`src/rtl/gpio_bank_pkg.sv`:
```
package gpio_bank_pkg;

  localparam int PORT_PINS   = 8;
  localparam int PORT_STRIDE = 48;
  localparam int OFF_W       = 6;

  localparam logic [OFF_W-1:0] OFF_CTRL  = 6'h00;
  localparam logic [OFF_W-1:0] OFF_IN    = 6'h04;
  localparam logic [OFF_W-1:0] OFF_DOUT  = 6'h08;
  localparam logic [OFF_W-1:0] OFF_MODE  = 6'h0C;
  localparam logic [OFF_W-1:0] OFF_PUD   = 6'h10;
  localparam logic [OFF_W-1:0] OFF_EVT   = 6'h14;
  localparam logic [OFF_W-1:0] OFF_EN    = 6'h18;
  localparam logic [OFF_W-1:0] OFF_FRC   = 6'h1C;
  localparam logic [OFF_W-1:0] OFF_EDGE  = 6'h20;
  localparam logic [OFF_W-1:0] OFF_IDENT = 6'h2C;

  typedef enum logic [1:0] {
    DRV_INPUT = 2'b00,
    DRV_PUSH  = 2'b01,
    DRV_SINK  = 2'b10,
    DRV_SRC   = 2'b11
  } drive_mode_e;

endpackage

```
`src/rtl/gpio_bank_sync.sv`:
```
module gpio_bank_sync #(
  parameter int WIDTH  = 8,
  parameter int STAGES = 2
) (
  input  logic             clk,
  input  logic             rst_n,
  input  logic [WIDTH-1:0] d_in,
  output logic [WIDTH-1:0] d_out
);

  logic [WIDTH-1:0] stage_q [STAGES];
  logic [WIDTH-1:0] stage_d [STAGES];

  for (genvar s = 0; s < STAGES; s++) begin : g_stage
    if (s == 0) begin : g_first
      assign stage_d[s] = d_in;
    end else begin : g_next
      assign stage_d[s] = stage_q[s-1];
    end

    always_ff @(posedge clk or negedge rst_n) begin
      if (!rst_n) stage_q[s] <= '0;
      else        stage_q[s] <= stage_d[s];
    end
  end

  assign d_out = stage_q[STAGES-1];

endmodule

```
`src/rtl/gpio_bank_decode.sv`:
```
module gpio_bank_decode
  import gpio_bank_pkg::*;
#(
  parameter int ADDR_W    = 9,
  parameter int NUM_PORTS = 7,
  parameter int PIDX_W    = 4
) (
  input  logic [ADDR_W-1:0] addr,
  output logic [PIDX_W-1:0] port_idx,
  output logic [OFF_W-1:0]  offset,
  output logic              in_range
);

  localparam int SPAN = ((1 << ADDR_W) - 1) / PORT_STRIDE;

  int base_v;

  always_comb begin
    port_idx = '0;
    base_v   = 0;
    for (int k = 1; k <= SPAN; k++) begin
      if (int'(addr) >= k * PORT_STRIDE) begin
        port_idx = PIDX_W'(k);
        base_v   = k * PORT_STRIDE;
      end
    end
    offset   = OFF_W'(int'(addr) - base_v);
    in_range = (int'(port_idx) < NUM_PORTS);
  end

endmodule

```
`src/rtl/gpio_bank_port.sv`:
```
module gpio_bank_port
  import gpio_bank_pkg::*;
#(
  parameter int DATA_W = 32
) (
  input  logic                   clk,
  input  logic                   rst_n,
  input  logic                   wr_en,
  input  logic [OFF_W-1:0]       offset,
  input  logic [2*PORT_PINS-1:0] wdata,
  input  logic [PORT_PINS-1:0]   pin_val,
  output logic [DATA_W-1:0]      rd_val,
  output logic [PORT_PINS-1:0]   pad_oe,
  output logic [PORT_PINS-1:0]   pad_out,
  output logic [PORT_PINS-1:0]   pad_pu,
  output logic                   irq,
  output logic [2*PORT_PINS-1:0] mode_o,
  output logic [PORT_PINS-1:0]   dout_o,
  output logic [PORT_PINS-1:0]   en_o,
  output logic [PORT_PINS-1:0]   evt_o
);

  localparam int P = PORT_PINS;

  logic [2*P-1:0] mode_q, mode_d;
  logic [P-1:0]   dout_q, dout_d;
  logic [P-1:0]   pud_q,  pud_d;
  logic [P-1:0]   en_q,   en_d;
  logic [P-1:0]   edge_q, edge_d;
  logic [P-1:0]   evt_q,  evt_d;
  logic [P-1:0]   prev_q;
  logic           irq_q,  irq_d;

  logic [P-1:0] rise, fall, hit, frc_set, evt_clr;

  // edge detection and event update
  always_comb begin
    rise    = pin_val & ~prev_q;
    fall    = ~pin_val & prev_q;
    hit     = (rise & edge_q) | (fall & ~edge_q);
    frc_set = (wr_en && offset == OFF_FRC) ? wdata[P-1:0] : '0;
    evt_clr = (wr_en && offset == OFF_EVT) ? wdata[P-1:0] : '0;
    evt_d   = (evt_q & ~evt_clr) | hit | frc_set;
    irq_d   = |(evt_q & en_q);
  end

  // configuration registers
  always_comb begin
    mode_d = mode_q;
    dout_d = dout_q;
    pud_d  = pud_q;
    en_d   = en_q;
    edge_d = edge_q;
    if (wr_en) begin
      case (offset)
        OFF_MODE: mode_d = wdata;
        OFF_DOUT: dout_d = wdata[P-1:0];
        OFF_PUD:  pud_d  = wdata[P-1:0];
        OFF_EN:   en_d   = wdata[P-1:0];
        OFF_EDGE: edge_d = wdata[P-1:0];
        default:  ;
      endcase
    end
  end

  always_ff @(posedge clk or negedge rst_n) begin
    if (!rst_n) begin
      mode_q <= '0;
      dout_q <= '0;
      pud_q  <= '0;
      en_q   <= '0;
      edge_q <= '0;
      evt_q  <= '0;
      prev_q <= '0;
      irq_q  <= 1'b0;
    end else begin
      mode_q <= mode_d;
      dout_q <= dout_d;
      pud_q  <= pud_d;
      en_q   <= en_d;
      edge_q <= edge_d;
      evt_q  <= evt_d;
      prev_q <= pin_val;
      irq_q  <= irq_d;
    end
  end

  // per-pin driver enable from mode and data
  for (genvar i = 0; i < P; i++) begin : g_pin
    always_comb begin
      case (drive_mode_e'(mode_q[2*i +: 2]))
        DRV_INPUT: pad_oe[i] = 1'b0;
        DRV_PUSH:  pad_oe[i] = 1'b1;
        DRV_SINK:  pad_oe[i] = ~dout_q[i];
        DRV_SRC:   pad_oe[i] = dout_q[i];
        default:   pad_oe[i] = 1'b0;
      endcase
    end
  end

  assign pad_out = dout_q;
  assign pad_pu  = ~pud_q;
  assign irq     = irq_q;

  always_comb begin
    case (offset)
      OFF_IN:   rd_val = DATA_W'(pin_val);
      OFF_DOUT: rd_val = DATA_W'(dout_q);
      OFF_MODE: rd_val = DATA_W'(mode_q);
      OFF_PUD:  rd_val = DATA_W'(pud_q);
      OFF_EVT:  rd_val = DATA_W'(evt_q);
      OFF_EN:   rd_val = DATA_W'(en_q);
      OFF_EDGE: rd_val = DATA_W'(edge_q);
      default:  rd_val = '0;
    endcase
  end

  assign mode_o = mode_q;
  assign dout_o = dout_q;
  assign en_o   = en_q;
  assign evt_o  = evt_q;

endmodule

```
`src/rtl/gpio_bank.sv`:
```
module gpio_bank
  import gpio_bank_pkg::*;
#(
  parameter int NUM_PORTS = 7,
  parameter int ADDR_W    = 9,
  parameter int DATA_W    = 32,
  parameter int VERSION   = 3
) (
  input  logic                           clk,
  input  logic                           rst_n,
  input  logic                           bus_sel,
  input  logic                           bus_wr,
  input  logic [ADDR_W-1:0]              bus_addr,
  input  logic [DATA_W-1:0]              bus_wdata,
  output logic [DATA_W-1:0]              bus_rdata,
  input  logic [NUM_PORTS*PORT_PINS-1:0] pad_in,
  output logic [NUM_PORTS*PORT_PINS-1:0] pad_oe,
  output logic [NUM_PORTS*PORT_PINS-1:0] pad_out,
  output logic [NUM_PORTS*PORT_PINS-1:0] pad_pu,
  output logic [NUM_PORTS-1:0]           irq,
  output logic                           clk_req
);

  localparam int NPINS  = NUM_PORTS * PORT_PINS;
  localparam int SPAN   = ((1 << ADDR_W) - 1) / PORT_STRIDE;
  localparam int PIDX_W = $clog2(SPAN + 1);
  localparam logic [DATA_W-1:0] IDENT_VAL =
      DATA_W'((VERSION % 128) << 2) | DATA_W'(NUM_PORTS << 9);

  // reset: asserted asynchronously, released after two clocks
  logic [1:0] rst_pipe;
  logic       rst_sn;

  always_ff @(posedge clk or negedge rst_n) begin
    if (!rst_n) rst_pipe <= 2'b00;
    else        rst_pipe <= {rst_pipe[0], 1'b1};
  end
  assign rst_sn = rst_pipe[1];

  // address decode
  logic [PIDX_W-1:0] port_idx;
  logic [OFF_W-1:0]  offset;
  logic              in_range;

  gpio_bank_decode #(
    .ADDR_W   (ADDR_W),
    .NUM_PORTS(NUM_PORTS),
    .PIDX_W   (PIDX_W)
  ) u_dec (
    .addr    (bus_addr),
    .port_idx(port_idx),
    .offset  (offset),
    .in_range(in_range)
  );

  logic wr_hit, rd_req, ctrl_wr;
  assign wr_hit  = bus_sel && bus_wr && in_range;
  assign rd_req  = bus_sel && !bus_wr;
  assign ctrl_wr = wr_hit && (port_idx == '0) && (offset == OFF_CTRL);

  // global control
  logic [1:0] ctrl_q, ctrl_d;

  always_comb begin
    ctrl_d = ctrl_q;
    if (ctrl_wr) ctrl_d = bus_wdata[1:0];
  end

  always_ff @(posedge clk or negedge rst_sn) begin
    if (!rst_sn) ctrl_q <= 2'b10;
    else         ctrl_q <= ctrl_d;
  end

  assign clk_req = ctrl_q[0];

  // input synchronization and source select
  logic [NPINS-1:0] pad_sync, pin_val;

  gpio_bank_sync #(
    .WIDTH (NPINS),
    .STAGES(2)
  ) u_sync (
    .clk  (clk),
    .rst_n(rst_sn),
    .d_in (pad_in),
    .d_out(pad_sync)
  );

  assign pin_val = ctrl_q[1] ? pad_sync : pad_in;

  // ports
  logic [DATA_W-1:0]      port_rd [NUM_PORTS];
  logic [2*NPINS-1:0]     mode_all;
  logic [NPINS-1:0]       dout_all, en_all, evt_all;

  for (genvar p = 0; p < NUM_PORTS; p++) begin : g_port
    logic port_wr;
    assign port_wr = wr_hit && (port_idx == PIDX_W'(p));

    gpio_bank_port #(
      .DATA_W(DATA_W)
    ) u_port (
      .clk    (clk),
      .rst_n  (rst_sn),
      .wr_en  (port_wr),
      .offset (offset),
      .wdata  (bus_wdata[2*PORT_PINS-1:0]),
      .pin_val(pin_val[p*PORT_PINS +: PORT_PINS]),
      .rd_val (port_rd[p]),
      .pad_oe (pad_oe[p*PORT_PINS +: PORT_PINS]),
      .pad_out(pad_out[p*PORT_PINS +: PORT_PINS]),
      .pad_pu (pad_pu[p*PORT_PINS +: PORT_PINS]),
      .irq    (irq[p]),
      .mode_o (mode_all[2*p*PORT_PINS +: 2*PORT_PINS]),
      .dout_o (dout_all[p*PORT_PINS +: PORT_PINS]),
      .en_o   (en_all[p*PORT_PINS +: PORT_PINS]),
      .evt_o  (evt_all[p*PORT_PINS +: PORT_PINS])
    );
  end

  // read path
  logic [DATA_W-1:0] rd_mux, rdata_q, rdata_d;

  always_comb begin
    rd_mux = '0;
    if (in_range) begin
      for (int p = 0; p < NUM_PORTS; p++) begin
        if (port_idx == PIDX_W'(p)) rd_mux = port_rd[p];
      end
      if (port_idx == '0 && offset == OFF_CTRL)  rd_mux = DATA_W'(ctrl_q);
      if (port_idx == '0 && offset == OFF_IDENT) rd_mux = IDENT_VAL;
    end
    rdata_d = rd_req ? rd_mux : rdata_q;
  end

  always_ff @(posedge clk or negedge rst_sn) begin
    if (!rst_sn) rdata_q <= '0;
    else         rdata_q <= rdata_d;
  end

  assign bus_rdata = rdata_q;

  logic unused_wdata_hi;
  assign unused_wdata_hi = ^bus_wdata[DATA_W-1:2*PORT_PINS];

endmodule

```
`config.mk`:
```
export PLATFORM = sky130hd
export DESIGN_NAME = gpio_bank
export DESIGN_NICKNAME = d
export VERILOG_FILES = /design/src/rtl/gpio_bank_pkg.sv /design/src/rtl/gpio_bank_sync.sv /design/src/rtl/gpio_bank_decode.sv /design/src/rtl/gpio_bank_port.sv /design/src/rtl/gpio_bank.sv
export SDC_FILE = /design/constraint.sdc
export NUM_CORES = 1
export LEC_CHECK = 0
export ABC_AREA = 1
export BUFFER_PORTS_ARGS = -buffer_cell sky130_fd_sc_hd__buf_2
export CAP_MARGIN = 20
export CORE_AREA = 3 3 174 304
export CTS_CLUSTER_SIZE = 40
export DETAILED_ROUTE_END_ITERATION = 12
export DIE_AREA = 0 0 177 307
export PLACE_DENSITY = 0.76
export SLEW_MARGIN = 30
export SYNTH_ARGS = -nofsm -noshare
export SYNTH_HDL_FRONTEND = slang
export SYNTH_SLANG_ARGS = --single-unit
```
`constraint.sdc`:
```
create_clock -name clk -period 17 [get_ports clk]
set_clock_uncertainty 0.05 [all_clocks]
set_input_delay 2.55 -clock clk [delete_from_list [all_inputs] [get_ports clk]]
set_output_delay 2.55 -clock clk [all_outputs]
set_load 0.01 [all_outputs]
```
### Word-level counts from Yosys, hierarchy flattened

Index checks and enable logic that the tools add are counted.

* add/subtract/negate cells: 1
* multipliers: 0
* div/mod/pow operators: 0
* order comparisons: 11
* equal/unequal tests: 183
* shifts and indexed selects: 0
* muxes and demuxes: 108
* bitwise gates (word level): 154
* reduce and logical (&&, ||, !) cells: 128

Operator list (count)
* $pmux 16 s7: 7
* $and 8x8->8: 42
* $mux 32: 10
* $not 8->8: 35
* $eq 2x2->1 const B: 112
* $pmux 1 s4: 56
* $or 8x8->8: 21
* $eq 2x1->1 const B: 56
* $logic_not 2->1: 56
* $mux 8: 14
* $reduce_and 2->1: 35
* $mux 6: 10
* $mux 56: 1
* $not 1->1: 56
* $reduce_or 8->1: 7
* $ge 9x9->1 const B: 5
* $ge 9x8->1 const B: 3
* $logic_and 1x1->1: 27
* $eq 6x5->1 const B: 4
* $eq 4x3->1 const B: 3
* $eq 6x4->1 const B: 2
* $eq 6x6->1 const B: 2
* $mux 3: 4
* $mux 4: 3
* other kinds (12): 14

* register bits: 603
* bits in latches: 0
* memory bits (writable): 0
* ROM bits: 0
* input port bits: 101
* output and inout port bits: 208
* logic and storage cells: 646
* memories kept: 0

### Depth between registers and ports, before layout

Gate-level depths: netlist (run 1).

* word-level depth: 24
* mapped depth: 32
* gate-level depth less buffers: 31

### Cells and area by module

Synthesis (run 1) repeated with hierarchy kept, for this count alone.

* cells, all modules: 4435
* area total of the unflattened synthesis: 33726.1 um^2

By module, submodules not included
* gpio_bank_port: times used 7, cells each 495, area an instance 3787.4 um^2, seq. area each 1626.6 um^2
* gpio_bank: times used 1, cells each 797, area an instance 4130.2 um^2, seq. area each 902.1 um^2
* gpio_bank_sync: times used 1, cells each 112, area an instance 2802.7 um^2, seq. area each 2802.7 um^2
* gpio_bank_decode: times used 1, cells each 61, area an instance 281.5 um^2, seq. area each 0.0 um^2

### Worst setup path before layout (run 1)

Ideal clock, no wire load.

* path type: input to register
* from: input port bus_addr[5]
* to: register rdata_q[5] (netlist: bus_rdata[5])
* library setup time: 116 ps
* arrival: 5022 ps
* required time: 16834 ps
* slack: 11812 ps
* stages: 26
* buffers on the path: 3
* cell sequence: nand2_1 -> nand2_1 -> nand3_1 -> nand2_1 -> nand2_1 -> nand2_1 -> nand2_1 -> nand3_1 -> nand2_1 -> inv_1 -> ha_1 -> xnor2_1 -> inv_1 -> nand2_2 -> nand2_4 -> nand2_8 -> nor2_4 -> buf_6 -> buf_6 -> buf_6 -> a221oi_2 -> nand3_1 -> o21ai_1 -> inv_1 -> nand2_1 -> nand2_1

* longest elaborated chain between the ends: 24
* elaborated cells on any way between the ends: 67
* classes of those cells: add/sub (1); order compare (11); eq/ne (14); mux (37); reduce/logical (4)

RTL lines
* start: declaration: RTL line gpio_bank.sv:13 `input logic [ADDR_W-1:0] bus_addr,`
* $ge 9x6->1: RTL line gpio_bank_decode.sv:22 `if (int'(addr) >= k * PORT_STRIDE) begin`
* $mux 6 (10 in series): RTL line gpio_bank_decode.sv:22
* $sub 6x6->6: RTL line gpio_bank_decode.sv:27 `offset = OFF_W'(int'(addr) - base_v);`
* $eq 6x6->1, or another cell as far along: RTL line gpio_bank_port.sv:106 `case (offset)`
* $pmux 16 s7: RTL line gpio_bank_port.sv:106
* $mux 32 (7 in series): RTL line gpio_bank.sv:128 `if (port_idx == PIDX_W'(p)) rd_mux = port_rd[p];`
* $mux 32: RTL line gpio_bank.sv:130 `if (port_idx == '0 && offset == OFF_CTRL) rd_mux = DATA_W'(ctrl_q);`
* $mux 32: RTL line gpio_bank.sv:131 `if (port_idx == '0 && offset == OFF_IDENT) rd_mux = IDENT_VAL;`
* $mux 32 (*): RTL line gpio_bank.sv:126 `if (in_range) begin`
* end signal: assignment: RTL line gpio_bank.sv:138 `else rdata_q <= rdata_d;`
* end: declaration: RTL line gpio_bank.sv:122 `logic [DATA_W-1:0] rd_mux, rdata_q, rdata_d;`

Every way passes the cells marked *; elsewhere a longest branch is shown, timed or not.
A chain may end at the register's enable or synchronous reset.

### Worst setup path in the final report (run 1)

* from: input port bus_addr[5]
* to: register rdata_q[0] (netlist: bus_rdata[0])

The elaborated chain is that of the path after synthesis.

==> results of run 1 <==
## through the flow
| step | instance area, um2 | power [mW] |
|---|---|---|
| final | 30100 | 2.91 |
| after global routing | 30100 | 2.99 |
| after CTS | 30100 | 2.91 |
| after detailed placement | 28300 | 1.70 |
| after global placement | 28300 | 1.70 |
| after floorplan | 26800 | 1.61 |
## flip-flops by register name (all words and copies together), names as in the netlist
name / cells
g_port.u_port.irq: 7
g_port.u_port.en_o: 56
g_port.u_port.edge_q: 56
g_port.u_port.dout_o: 56
bus_rdata: 16
g_port.u_port.evt_o: 56
u_sync.d_out: 56
g_port.u_port.mode_o: 112
u_sync.stage_d: 56
g_port.u_port.prev_q: 56
ctrl_q: 2
g_port.u_port.pud_q: 56
rst_pipe: 2
## synth_stat cells (3+ instances only)
library cell,count
buf_4,33
nand3_2,4
buf_2,32
o221ai_1,3
nand2_1,1038
a221oi_1,15
nand3_1,69
nor2_1,163
buf_6,8
a22o_1,3
xor2_1,37
o211ai_1,13
a21oi_1,76
o22ai_1,56
clkbuf_1,100
buf_1,4
xnor2_1,20
a22oi_1,7
inv_1,318
a211oi_1,3
nand4_1,52
a221oi_2,5
o21ai_0,400
nor2_2,8
dfrtp_1,586
inv_2,13
o21ai_1,52
nor2_4,8
o2111ai_1,36
nor3_2,3
nor3_1,13
## power groups by stage
| stage | registers [mW] | clock network (mW) | logic [mW] |
|---|---|---|---|
| after floorplan | 1.50 | 0 | 0.110 |
| after global placement | 1.48 | 0 | 0.218 |
| after detailed placement | 1.48 | 0 | 0.221 |
| after CTS | 1.46 | 1.23 | 0.222 |
| after global routing | 1.46 | 1.28 | 0.247 |
| final | 1.46 | 1.22 | 0.230 |
## how the worst max path moves through the flow
| stage | from | slack [ps] | endpoint | cells after the start |
|---|---|---|---|---|
| floorplan | rst_pipe[1] | 7400 | bus_rdata[0] | 0 |
| global placement | bus_addr[5] | 8940 | bus_rdata[0] | 28 |
| detailed placement | bus_addr[5] | 8900 | bus_rdata[0] | 28 |
| CTS | bus_addr[5] | 9480 | bus_rdata[0] | 28 |
| global route | bus_addr[8] | 8970 | bus_rdata[0] | 27 |
| finish | bus_addr[5] | 9160 | bus_rdata[0] | 28 |
## cells by family after synthesis
| logic type | count (synthesis) | share of synthesized area |
|---|---|---|
| AO/OA/AOI/OAI | 677 | 0.142 |
| XOR/XNOR | 57 | 0.0187 |
| adder cells (fa/ha/maj) | 1 | 0.000468 |
| buffers and inverters | 509 | 0.0800 |
| flip-flops | 587 | 0.550 |
| other | 2 | 0.000281 |
| AND/OR/NAND/NOR | 1368 | 0.208 |
## final cells by class
class                   count  area, um2
clock buffers              74       1540
clock inverters            20        201
fillers                  4600      20500
inverters                 332       1250
multi-input cells        2120       9970
flip-flops and latches    587      14700
well taps                 666        833
repair buffers            305       1650
## per-layer routing
metal / GRT usage / routed length, um / vias up
met1: 0.402 / 32200 / 11400
met2: 0.586 / 46500 / 1482
met4: 0.307 / 10500 / 0
met5: 0 / 0 / -
met3: 0.0563 / 8460 / 483
li1: - / - / 10700
==> impl_results.md, run 1 <==
* Outcome: finished, final reports clean
* WL/cell at about 24 um
* # DRC at 0
* Max Fclk at 128 MHz
* Vias in the first global route at between 20000 and 25000
* # diodes at 0
* First-pass GRT wire length at around 140000 um
* Area of the die at around 54000 um2
* Commonest non-fill, non-tap cell in the layout: nand2_1
* Net load switching power at ~0.75 mW
* Worst reg2reg startpoint: rst_pipe[1]
* Layout cells sized above 1 at 0.132
* Reg2Reg Setup Slack at 13640 ps
* WP buf/inv at 5
* Grt total ovfl at 0
* DR pass1 iterations at 7
* Slew Viols, Final at 0
* Pin slew with the least headroom to its limit at between 900 and 1000 ps
* Setup violators final at 0
* Placer Congestion at about 0.98
* Comb pwr share at 0.079
* Antenna violations before repair at 2
* Cell count after placement at 4008
* ANT nets after route at 0
* Max-slew headroom at 0.347
* CP most frequent cell: nand2_1
* Cell family with most CP delay: simple AND/OR/NAND/NOR gates
* Post_cts resized at 0
* Bufs on Longest Clock Path at 3
* Number of distinct library cells after synthesis at between 40 and 50
* Core Area at 50600 um2
* Flop pwr share at 0.500
* Highest ir drop seen on vdd at about 0.000083 V
* Largest stage delay, worst path at 810 ps
* Fin nets at approximately 3500
* Yosys top cell area share at 0.549
* Largest net degree at the start of global routing at 85
* CP Class: input port to flip-flop
* Starting density of the core at 0.528
* Crit path time final at 7840 ps
* Worst Path Max Fanout at 24
* Cts hold-fix bufs at 0
* Hold/Removal Path Class: flip-flop to asynchronous set/reset pin
* Post-CTS Setup Repair Bufs at 0
* Ys async rst share at 1.00
* Slowest CP cell: nand3_2
* Synth Instances at approximately 3200
* Max-cap violations at 0
* Layout Utilization at 0.596
* Period utilisation layout at 0.461
* Most frequent cells in the layout: nand2_1 (1032), dfrtp_1 (585), o21ai_0 (400)
* Power density over the cells at approximately 97 nW/um2
* RSZ-0062 raised after global routing: no
* Worst Path Required at roughly 17000 ps
* H-tree levels at 2
* Leak Pwr at around 14 nW
* EDFF count, synth at 0
* Register bit total from synthesis at 587
* Area of the mapped netlist at 26700 um2
* WP data arrival at around 8300 ps
* DP HPWL at 66700 um
* Crit start category: input port
* I/O pin cnt at a little over 300
* Worst setup margin at between 9000 and 10000 ps
* CTS root buf: clkbuf_16
* R2R depth at 4
* Endpoints failing hold at 0
* Clock Power Share at 0.421
* Reg-to-reg endpoint: g_port[5].u_port.mode_o[2]
* Die X at around 180 um
* Pint at 2.17 mW
* Initial DRC Count at approximately 2900
* IO buf count at ~280
* Worst-path clk slew at roughly 70 ps
* Clock Latency Late Sink at roughly 600 ps
* Top_reg_cell synth: dfrtp_1
* CTS tree: built
* Worst hold slack at between 150 and 200 ps
* Register area share after synthesis at 0.550
* Non-Filler Instances at a little over 4000
* Most area-consuming cells after synthesis: dfrtp_1 (55%), nand2_1 (15%), o21ai_0 (7.5%)
* Vias after detailed routing at 24000
* Post-place setup slack at 8900 ps
* Critical path endpoint category: flip-flop
* Sw frac at 0.256
* Detailed Route WL at a little under 100000 um
* Area growth syn-to-layout at 12.8%
* CTS Buf Count at 54
* Die Height at a little over 300 um
* GRT Total Usage at 0.357
* Yosys warns at 0
* CTS Sinks at 587
* Vias/cell at 5.85
* FP Rows at roughly 110
* Leading area contributor after synthesis: dfrtp_1
* Syn avg cell area at 8.35 um2
* Setup TNS at 0 ps
No activity file was read; power rests on OpenSTA's default activity.
==> run 2, diff against run 1 <==
--- a/config.mk
+++ b/config.mk
@@ -5,13 +5,13 @@
 export SDC_FILE = /design/constraint.sdc
 export NUM_CORES = 1
 export LEC_CHECK = 0
-export ABC_AREA = 1
+export ABC_AREA = 0
 export BUFFER_PORTS_ARGS = -buffer_cell sky130_fd_sc_hd__buf_2
 export CAP_MARGIN = 20
-export CORE_AREA = 3 3 174 304
+export CORE_AREA = 3 3 176 306
 export CTS_CLUSTER_SIZE = 40
 export DETAILED_ROUTE_END_ITERATION = 12
-export DIE_AREA = 0 0 177 307
+export DIE_AREA = 0 0 179 309
 export PLACE_DENSITY = 0.76
 export SLEW_MARGIN = 30
 export SYNTH_ARGS = -nofsm -noshare
==> constraint.sdc (replaced) <==
create_clock -name clk -period 6.3 [get_ports clk]
set_clock_uncertainty 0.05 [all_clocks]
set_input_delay 0.945 -clock clk [delete_from_list [all_inputs] [get_ports clk]]
set_output_delay 0.945 -clock clk [all_outputs]
set_load 0.01 [all_outputs]
==> impl_results.md, run 2 <==
* Outcome: finished, final reports clean
* Most area-consuming cells after synthesis: dfrtp_1 (54%), mux2_2 (17%), nand2_1 (3.6%)
* Net load switching power at 1.98 mW (+170%)
* Placed inst area at 29300 um2 (+3.5%)
* First-pass GRT wire length at 140000 um (-3.2%)
* Hold/Removal Path Class: input port to asynchronous set/reset pin
* R2R depth at 8 (+4)
* Number of flip-flops in the largest register at 112 (unchanged)
* Crit path time final at 4870 ps
* Period utilisation layout at 0.773
* Clock Power Share at 0.444 (+0.023)
* Cts hold-fix bufs at 0 (unchanged)
* Post-CTS Setup Repair Bufs at 0 (unchanged)
* Highest ir drop seen on vdd at 0.000223 V (+170%)
* Worst Path Max Fanout at 24 (unchanged)
* Clock Latency Late Sink at 600 ps (about the same)
* FP Rows at 110 (+0.92%)
* Detailed Route WL at 96400 um (-1.2%)
* Worst hold slack at 75.7 ps (-116 ps)
* Cell family with most CP delay: compound AO/OA/AOI/OAI gates
* WP data arrival at 5290 ps (-3030 ps)
* Bufs on Longest Clock Path at 3 (unchanged)
* Placer Congestion at 1.03 (+5.2%)
* Worst-path clk slew at 70 ps (about the same)
* Max-cap violations at 0 (unchanged)
* Crit start category: input port
* Grt total ovfl at 0 (unchanged)
* Initial DRC Count at 2413 (-16%)
* Reg2Reg Setup Slack at 2800 ps (-10840 ps)
* WP buf/inv at 2 (-3)
* CTS Sinks at 587 (unchanged)
* IO buf count at 276 (unchanged)
* Slew Viols, Final at 0 (unchanged)
* CTS root buf: clkbuf_16
* Max-slew headroom at 0.287 (-0.0599)
* Die X at 179 um (+1.1%)
* Fillers at 4184 (-9.0%)
* Comb pwr share at 0.077 (-0.002)
* Vias in the first global route at 21800 (-7.9%)
* Vias/cell at 6.52 (+12%)
* # DRC at 0 (unchanged)
* Sw frac at 0.244 (-0.0126)
* CTS Buf Count at 54 (unchanged)
* Core Area at 51600 um2 (+2.0%)
* Top_reg_cell synth: dfrtp_1
* Area of the mapped netlist at 27200 um2 (+2.0%)
* Starting density of the core at 0.528 (about the same)
* DP HPWL at 68200 um (+2.3%)
* Most frequent cells in the layout: dfrtp_1 (585), mux2_2 (403), buf_2 (276)
* WL met2 at 46200 um (-0.60%)
* Total power at 8.15 mW (+180%)
* Setup violators final at 0 (unchanged)
* Largest stage delay, worst path at 780 ps (-30 ps)
* Layout cells sized above 1 at 0.328 (+0.195)
* Leading area contributor after synthesis: dfrtp_1
* I/O pin cnt at 309 (unchanged)
* Max Fclk at 205 MHz
* Count leader, synth: dfrtp_1
* GRT Total Usage at 0.343 (-0.0141)
* WL/cell at 29.0 um (+22%)
* RSZ-0062 raised after global routing: no
* Worst Path Required at 6720 ps (-10760 ps)
* Vias after detailed routing at 21700 (-9.8%)
* Number of distinct library cells after synthesis at 73 (+52%)
* Post-synth top cells: dfrtp_1 (586), mux2_2 (403), nand2_1 (260)
* CTS tree: built
* Pint at 6.16 mW (+180%)
* Antenna violations before repair at 3 (+1)
* Endpoints failing hold at 0 (unchanged)
* Flop pwr share at 0.479 (-0.021)
* Pin slew with the least headroom to its limit at 1060 ps (+87.4 ps)
* Largest net degree at the start of global routing at 110 (+29%)
* Post_cts resized at 0 (unchanged)
* Worst reg2reg startpoint: ctrl_q[1]
* Area of the die at 55300 um2 (+1.8%)
* Syn avg cell area at 11.5 um2 (+38%)
* Die Height at 309 um (+0.65%)
* EDFF count, synth at 0 (unchanged)
* Yosys top cell area share at 0.538 (-0.0106)
* Slowest CP cell: or4_4
* Reg-to-reg endpoint: bus_rdata[1]
* Area growth syn-to-layout at 14.9%
* Commonest non-fill, non-tap cell in the layout: dfrtp_1
* Setup TNS at 0 ps (unchanged)
* H-tree levels at 2 (unchanged)
* Power density over the cells at 260 nW/um2 (+170%)
* Fin nets at 2703 (-23%)
* Critical path endpoint category: flip-flop
* DR pass1 iterations at 10 (+3)
* CP Class: input port to flip-flop
* DR WL met3 at 7710 um (-8.9%)
* ANT nets after route at 0 (unchanged)
* Top layer in use: met4
* Register bit total from synthesis at 587 (unchanged)
* Leak Pwr at 14.2 nW (+0.23%)
* Cell breakdown of the critical path: buf_2 -> nand2b_1 -> nand2_1 -> a21oi_1 -> o31ai_1 -> o21ai_0 -> ha_1 -> nand4_1 -> o211ai_1 -> or4_4 -> and2_1 -> buf_12 -> a221oi_1 -> a31oi_1 -> a2111oi_2 -> o21ai_1
* Design area at 31300 um2 (+3.9%)
* Ys async rst share at 1.00 (unchanged)
* Yosys warns at 0 (unchanged)
* Register area share after synthesis at 0.539 (-0.0106)
* Wl on met1 at 32600 um (+1.3%)
* Synth Instances at 2359 (-26%)
[run 2: metal layers]
layer,GRT usage,up-vias
met1,0.397,10700
met2,0.562,1462
li1,-,8994
met5,0,-
met3,0.0489,462
met4,0.278,0
[run 2: worst reg2reg max path, cell delays in order (launching register included)]
cell	delay, ps
dfstp_2	940
buf_4	580
mux2_2	500
a22oi_1	180
nor2_1	50
o21ai_0	300
a32oi_1	200
a2111oi_2	470
o21ai_1	110
[run 2: worst max path at each step]
| stage | startpoint | to | slack (ps) | depth (start not counted) |
|---|---|---|---|---|
| floorplan | rst_pipe[1] | bus_rdata[0] | 550 | 0 |
| global placement | bus_addr[6] | bus_rdata[1] | 1000 | 16 |
| detailed placement | bus_addr[6] | bus_rdata[1] | 940 | 16 |
| CTS | bus_addr[6] | bus_rdata[1] | 1550 | 16 |
| global route | bus_addr[6] | bus_rdata[1] | 1370 | 16 |
| finish | bus_addr[6] | bus_rdata[1] | 1430 | 16 |
[run 2: layout make-up]
cell class | instances | area (um2) | share of cell area
well taps | 672 | 841 | 0.0269
repair buffers | 338 | 1980 | 0.0632
inverters | 62 | 233 | 0.00743
clock inverters | 23 | 359 | 0.0115
clock buffers | 77 | 1600 | 0.0511
multi-input cells | 1558 | 11600 | 0.370
diodes | 3 | 7.51 | 0.000240
flip-flops and latches | 587 | 14700 | 0.469
[run 2: per-stage QoR]
| step | setup slack, ps | utilization | cells |
|---|---|---|---|
| floorplan | 554 | - | 2374 |
| global placement | 999 | 0.568 | 3216 |
| detailed placement | 941 | 0.568 | 3216 |
| CTS | 1550 | 0.606 | 3316 |
| global route | 1370 | 0.607 | 3318 |
| finish | 1430 | 0.607 | 3320 |
[run 2: power groups by stage]
stage          combinational [mW]  clock, mW  sequential [mW]
3_5_place_dp                0.603          0             3.98
4_1_cts                     0.606       3.65             3.91
3_3_place_gp                0.593          0             3.97
2_1_floorplan               0.320          0             4.00
6_report                    0.629       3.62             3.90
5_1_grt                     0.661       3.79             3.91
[run 2: cells by family after synthesis]
group / after synthesis / synth area share
XOR/XNOR: 56 / 0.0180
flip-flops: 587 / 0.539
other: 2 / 0.000276
AO/OA/AOI/OAI: 453 / 0.123
AND/OR/NAND/NOR: 607 / 0.105
adder cells (fa/ha/maj): 1 / 0.000459
buffers and inverters: 229 / 0.0393
multiplexers: 424 / 0.174
